## src/rtl/csf_pkg.sv

```systemverilog
package csf_pkg;
  localparam int CH_W  = 7;
  localparam int SUB_W = 3;
  localparam int MW_W  = 11;
  localparam int DW    = 32;
  localparam int CTX_W = 32;
  localparam int AW    = 2 + MW_W + SUB_W + CH_W;

  typedef struct packed {
    logic [CH_W-1:0]  chan;
    logic [SUB_W-1:0] sub;
    logic [MW_W-1:0]  mw;
    logic [DW-1:0]    data;
  } entry_t;
endpackage

```

## src/rtl/csf_gray_ptr.sv

```systemverilog
module csf_gray_ptr #(
  parameter int W = 5
) (
  input  logic         clk,
  input  logic         rst_n,
  input  logic         adv,
  output logic [W-1:0] gray_q,
  output logic [W-1:0] bin
);
  logic [W-1:0] nxt_bin;
  logic [W-1:0] nxt_gray;

  // fold the Gray value with shifted copies of itself
  always_comb begin
    bin = gray_q;
    for (int s = 1; s < W; s++) bin = bin ^ (gray_q >> s);
  end

  assign nxt_bin  = bin + 1'b1;
  assign nxt_gray = nxt_bin ^ (nxt_bin >> 1);

  always_ff @(posedge clk) begin
    if (!rst_n)   gray_q <= '0;
    else if (adv) gray_q <= nxt_gray;
  end
endmodule

```

## src/rtl/csf_store.sv

```systemverilog
module csf_store #(
  parameter int IW = 5,
  parameter int EW = 53
) (
  input  logic          clk,
  input  logic          we,
  input  logic [IW-1:0] waddr,
  input  logic [EW-1:0] wdata,
  input  logic [IW-1:0] raddr,
  output logic [EW-1:0] rdata
);
  localparam int DEPTH = 1 << IW;
  logic [EW-1:0] mem [DEPTH];

  always_ff @(posedge clk) begin
    if (we) mem[waddr] <= wdata;
  end

  assign rdata = mem[raddr];
endmodule

```

## src/rtl/csf_ctx_bank.sv

```systemverilog
module csf_ctx_bank #(
  parameter int XW = 3,
  parameter int CW = 32
) (
  input  logic          clk,
  input  logic          rst_n,
  input  logic          we,
  input  logic [XW-1:0] widx,
  input  logic [CW-1:0] wdata,
  input  logic [XW-1:0] ridx,
  output logic [CW-1:0] rdata
);
  localparam int N = 1 << XW;
  logic [CW-1:0] regs [N];

  always_ff @(posedge clk) begin
    if (!rst_n) begin
      for (int i = 0; i < N; i++) regs[i] <= '0;
    end else if (we) begin
      regs[widx] <= wdata;
    end
  end

  assign rdata = regs[ridx];
endmodule

```

## src/rtl/cmd_submit_fifo.sv

```systemverilog
module cmd_submit_fifo
  import csf_pkg::*;
#(
  parameter int DEPTH_LOG = 5,
  parameter int SW_BIT    = 23
) (
  input  logic              clk,
  input  logic              rst_n,
  input  logic              wr_en,
  input  logic [AW-1:2]     wr_addr,
  input  logic [DW-1:0]     wr_data,
  input  logic              en_we,
  input  logic              en_val,
  input  logic              ctx_we,
  input  logic [SUB_W-1:0]  ctx_idx,
  input  logic [CTX_W-1:0]  ctx_data,
  output logic              out_valid,
  input  logic              out_ready,
  output logic [CH_W-1:0]   out_chan,
  output logic [SUB_W-1:0]  out_sub,
  output logic [MW_W-1:0]   out_method,
  output logic [DW-1:0]     out_data,
  output logic [CTX_W-1:0]  out_ctx,
  output logic              sw_irq,
  input  logic              irq_clr,
  output logic              ovf,
  output logic [DEPTH_LOG-1:0] put_ptr,
  output logic [DEPTH_LOG+1:0] get_ptr
);
  localparam int EW = $bits(entry_t);

  logic                 access_en;
  logic [DEPTH_LOG-1:0] put_gray, put_bin, get_gray, get_bin;
  logic [DEPTH_LOG-1:0] put_bin_nxt;
  logic                 full, empty, push_ok, sw_take, pop;
  entry_t               wr_ent, head;
  logic [EW-1:0]        head_raw;
  logic [CTX_W-1:0]     head_ctx;

  always_ff @(posedge clk) begin
    if (!rst_n)      access_en <= 1'b0;
    else if (en_we)  access_en <= en_val;
  end

  // address decode
  assign wr_ent.chan = wr_addr[AW-1 -: CH_W];
  assign wr_ent.sub  = wr_addr[2+MW_W +: SUB_W];
  assign wr_ent.mw   = wr_addr[2 +: MW_W];
  assign wr_ent.data = wr_data;

  assign put_bin_nxt = put_bin + 1'b1;
  assign empty   = (put_bin == get_bin);
  assign full    = (put_bin_nxt == get_bin);
  assign push_ok = wr_en && access_en && !full;

  csf_gray_ptr #(.W(DEPTH_LOG)) u_put (
    .clk(clk), .rst_n(rst_n), .adv(push_ok), .gray_q(put_gray), .bin(put_bin)
  );

  csf_gray_ptr #(.W(DEPTH_LOG)) u_get (
    .clk(clk), .rst_n(rst_n), .adv(pop), .gray_q(get_gray), .bin(get_bin)
  );

  csf_store #(.IW(DEPTH_LOG), .EW(EW)) u_store (
    .clk(clk), .we(push_ok), .waddr(put_bin), .wdata(wr_ent),
    .raddr(get_bin), .rdata(head_raw)
  );

  assign head = entry_t'(head_raw);

  csf_ctx_bank #(.XW(SUB_W), .CW(CTX_W)) u_ctx (
    .clk(clk), .rst_n(rst_n), .we(ctx_we), .widx(ctx_idx), .wdata(ctx_data),
    .ridx(head.sub), .rdata(head_ctx)
  );

  // pull side: divert software methods, otherwise offer to the engine
  assign sw_take   = !empty && head_ctx[SW_BIT];
  assign out_valid = !empty && !head_ctx[SW_BIT];
  assign pop       = sw_take || (out_valid && out_ready);

  assign out_chan   = head.chan;
  assign out_sub    = head.sub;
  assign out_method = head.mw;
  assign out_data   = head.data;
  assign out_ctx    = head_ctx;

  always_ff @(posedge clk) begin
    if (!rst_n) begin
      sw_irq <= 1'b0;
      ovf    <= 1'b0;
    end else begin
      if (sw_take)      sw_irq <= 1'b1;
      else if (irq_clr) sw_irq <= 1'b0;
      if (wr_en && access_en && full) ovf <= 1'b1;
    end
  end

  assign put_ptr = put_gray;
  assign get_ptr = {get_gray, 2'b00};
endmodule

```

## config.mk

```make
export PLATFORM = sky130hd
export DESIGN_NAME = cmd_submit_fifo
export DESIGN_NICKNAME = d
export VERILOG_FILES = /design/src/rtl/csf_pkg.sv /design/src/rtl/csf_gray_ptr.sv /design/src/rtl/csf_store.sv /design/src/rtl/csf_ctx_bank.sv /design/src/rtl/cmd_submit_fifo.sv
export SDC_FILE = /design/constraint.sdc
export NUM_CORES = 2
export LEC_CHECK = 0
export ABC_AREA = 0
export BUFFER_PORTS_ARGS = -buffer_cell sky130_fd_sc_hd__clkbuf_2
export CAP_MARGIN = 5
export CORE_UTILIZATION = 56
export DETAILED_ROUTE_END_ITERATION = 6
export PLACE_DENSITY_LB_ADDON = 0.12
export SYNTH_ARGS = -nofsm -noshare
export SYNTH_HDL_FRONTEND = slang
export SYNTH_SLANG_ARGS = --single-unit
```

## constraint.sdc

```tcl
create_clock -name clk -period 14.11 [get_ports clk]
set_clock_uncertainty 0.05 [all_clocks]
set_input_delay 0.7055 -clock clk [delete_from_list [all_inputs] [get_ports clk]]
set_output_delay 0.7055 -clock clk [all_outputs]
set_load 0.1 [all_outputs]
```

==> metrics.yaml <==
final_layout:
  area_growth_pct: 12.5
  drive_gt1_share_pct: 29.4
  fill_cells: 9119
  finish.utilization_pct: 63.5
  final_cell_mix: "edfxtp_1, mux4_2, and2_1, mux2i_1, clkbuf_16"
  nNetsFinal: 3956
  layout_commonest_cell: "edfxtp_1"
drt:
  wl_met2_um: 90700
  wl_um: 190000
  wl_met3_um: 17000
  ant_nets: 0
  drt_iter0_markers: 4578
  vias_per_cell: 6.48
  post_drt_wl_per_cell_um: 32.6
  m1WireLength_um: 77500
  top_layer: "met5"
  drtPass1Iterations: 5
  num_vias: 37600
  drcViolationCount: 0
synthesis:
  postSynthRegisterBits: 1965
  syn_area_per_cell_um2: 21.7
  syn_area_um2: 77600
  synthXorXnorAreaFrac_pct: 0.343
  synth_mux_area_share_pct: 18.2
  synth-main-ff-cell: "edfxtp_1"
  synthTopCellsByArea: "edfxtp_1, mux4_2, mux2i_1"
  synthSimpleGateAreaFrac_pct: 3.31
  synth_top_family_by_area: "multiplexers"
  synth_top_area_share_pct: 75.5
  async_flop_share_pct: 0
  synth_fa_ha_area_share_pct: 0.145
  ys_types: 68
  yosysWarnings: 0
  synth_compound_area_share_pct: 1.01
  synth_area_leader_cell: "edfxtp_1"
  syn-instance-count: 3578
  ys_seq_area_share_pct: 75.9
  synth-edff-count: 1952
clocking:
  holdBufCountCts: 0
  cts_setup_buffers: 0
  clock_sinks: 1965
  cts_buffer_depth: 3
  cts_resized: 0
  cts_root_buf: "clkbuf_16"
  h-tree-depth: 4
  clkTransAtPathRegs_ns: 0.06
  insertion_delay_ns: 0.81
  tritoncts: "built"
  numCtsBuffers: 192
timing:
  final_max_slew_viol_count: 0
  fin_tns_setup_ns: 0
  post-route-period-util_pct: 56.2
  maxClockFrequency_ghz: 0.126
  fin_crit_ns: 7.92
  tightest_slew_ns: 1.20
  hold_viol_final: 0
  rsz0062_at_grt: "no"
  relSlewSlack_pct: 19.9
  setup_violations: 0
power_and_ir_drop:
  leakagePower_nw: 28.1
  power_mw: 16.3
  p_per_area_nw_per_um2: 187
  ir_drop_v: 0.000259
global_routing:
  grt_pass1_vias: 38900
  overflow: 0
  antenna_found_initial: 11
  grt_first_pass_wirelength_um: 274000
  grt_max_degree: 148
  grtUsageTotal_pct: 27.5
critical_path:
  critical_path.max_fanout: 106
  reg2reg_from: "u_put.gray_q[4]"
  setup.worst_path.class: "reg2out"
  r2r_slack_ns: 7.33
  r2r_end: "u_store.mem[4][35]"
  worstPathArrival_ns: 7.17
  slowest_delay_ns: 0.95
  path_cells: "buf_4 -> buf_12 -> mux4_2 -> o22a_1 -> nand2_1 -> a21o_1 -> nand2_4 -> buf_4 -> mux2i_1 -> mux2i_1 -> mux2_2 -> clkbuf_2"
  endpoint_kind: "primary output"
  path_buf_inv: 4
  crit_family: "buffers and inverters"
  required_ns: 13.35
  worstSetupStartpointType: "register"
  r2r_cells: 14
  slowest_stage: "buf_4"
min_path:
  hold_path_class: "in2reg"
  hold_end: "access_en"
  hold_start: "en_val"
  hold_depth: 3
outcome:
  outcome: "completed"
die:
  ios: 196
  core_um2: 137000
  initial_core_util_pct: 56.4
  die_w_um: 374
  num_rows: 136
  die-area_um2: 140000
  die_h_um: 374
place:
  dp_hpwl_um: 100000
  gp_congestion: 0.795
  port_buffers: 193
run:
  maxCapViolations: 0
## synthesized netlist by cell type (all sizes together) (4+ instances only)
library cell,n
a211oi,8
a21o,4
a21oi,16
a31oi,12
and2,257
and3,5
buf,92
clkbuf,102
dfxtp,13
edfxtp,1952
ha,9
inv,14
mux2,77
mux2i,221
mux4,490
nand2,60
nand2b,7
nand3,18
nor2,85
nor2b,9
nor3,8
o21ai,26
o22ai,8
o311ai,7
or3,6
xnor2,14
xor2,8
## logic make-up after synthesis
group / count (synthesis)
simple gates: 471
flops: 1965
xor+xnor: 24
fa+ha+maj: 9
buf+inv: 211
mux: 788
other cells: 1
compound gates: 109
## flip-flops by register name, summed over array words and instances (netlist names)
signal	count
u_store.mem	1696
u_ctx.regs	256
u_get.gray_q	5
u_put.gray_q	5
access_en	1
ovf	1
sw_irq	1
## through the flow
stage | cell area [µm²] | setup WS, ns | std cells | hold WS, ns
after floorplan | 77600 | 7.00 | 3579 | 0.433
after global placement | 81100 | 7.16 | 5450 | 0.500
after detailed placement | 81100 | 6.92 | 5450 | 0.514
after CTS | 87300 | 6.04 | 5802 | 0.0455
after global routing | 87300 | 5.74 | 5806 | 0.0799
final | 87300 | 6.19 | 5806 | 0.0996
## worst max-delay path by stage
stage,start,end,slack (ns),depth (start not counted)
3_5_place_dp,u_get.gray_q[0],out_ctx[7],6.92,12
2_1_floorplan,u_put.gray_q[4],u_store.mem[8][0],7.00,14
5_1_grt,u_get.gray_q[0],out_ctx[7],5.74,12
4_1_cts,u_get.gray_q[0],out_ctx[7],6.04,12
3_3_place_gp,u_get.gray_q[0],out_ctx[7],7.16,12
6_report,u_get.gray_q[0],out_ctx[7],6.19,12
## report_power, final
group | total, mW | leakage, nW | switching [mW] | internal, mW
Combinational | 4.70 | 7.20 | 3.10 | 1.60
Clock | 5.05 | 3.05 | 2.13 | 2.92
Sequential | 6.57 | 17.8 | 0.0800 | 6.49
Total | 16.3 | 28.1 | 5.31 | 11.0
## final cells by class
| class | count | area, µm² | area share (%) |
|---|---|---|---|
| antenna | 3 | 7.51 | 0.00860 |
| clock buffer | 234 | 5150 | 5.91 |
| clock inverter | 118 | 1050 | 1.20 |
| inverter | 17 | 78.8 | 0.0903 |
| multi-input combinational | 1403 | 18200 | 20.9 |
| sequential | 1965 | 58900 | 67.5 |
| tap | 1794 | 2240 | 2.57 |
| timing repair buffer | 272 | 1610 | 1.84 |
## metal layers
layer	GRT usage, %	up-vias
met2	43.0	1838
met3	6.26	291
met5	0	-
li1	-	15300
met4	7.40	6
met1	39.5	20200
## tightest hold or removal path, delay by kind of cell
family,cells,cell delay [ns]
buf+inv,1,0.08
mux,1,0.06
simple gates,1,0.07
No activity file was read; power rests on OpenSTA's default activity.
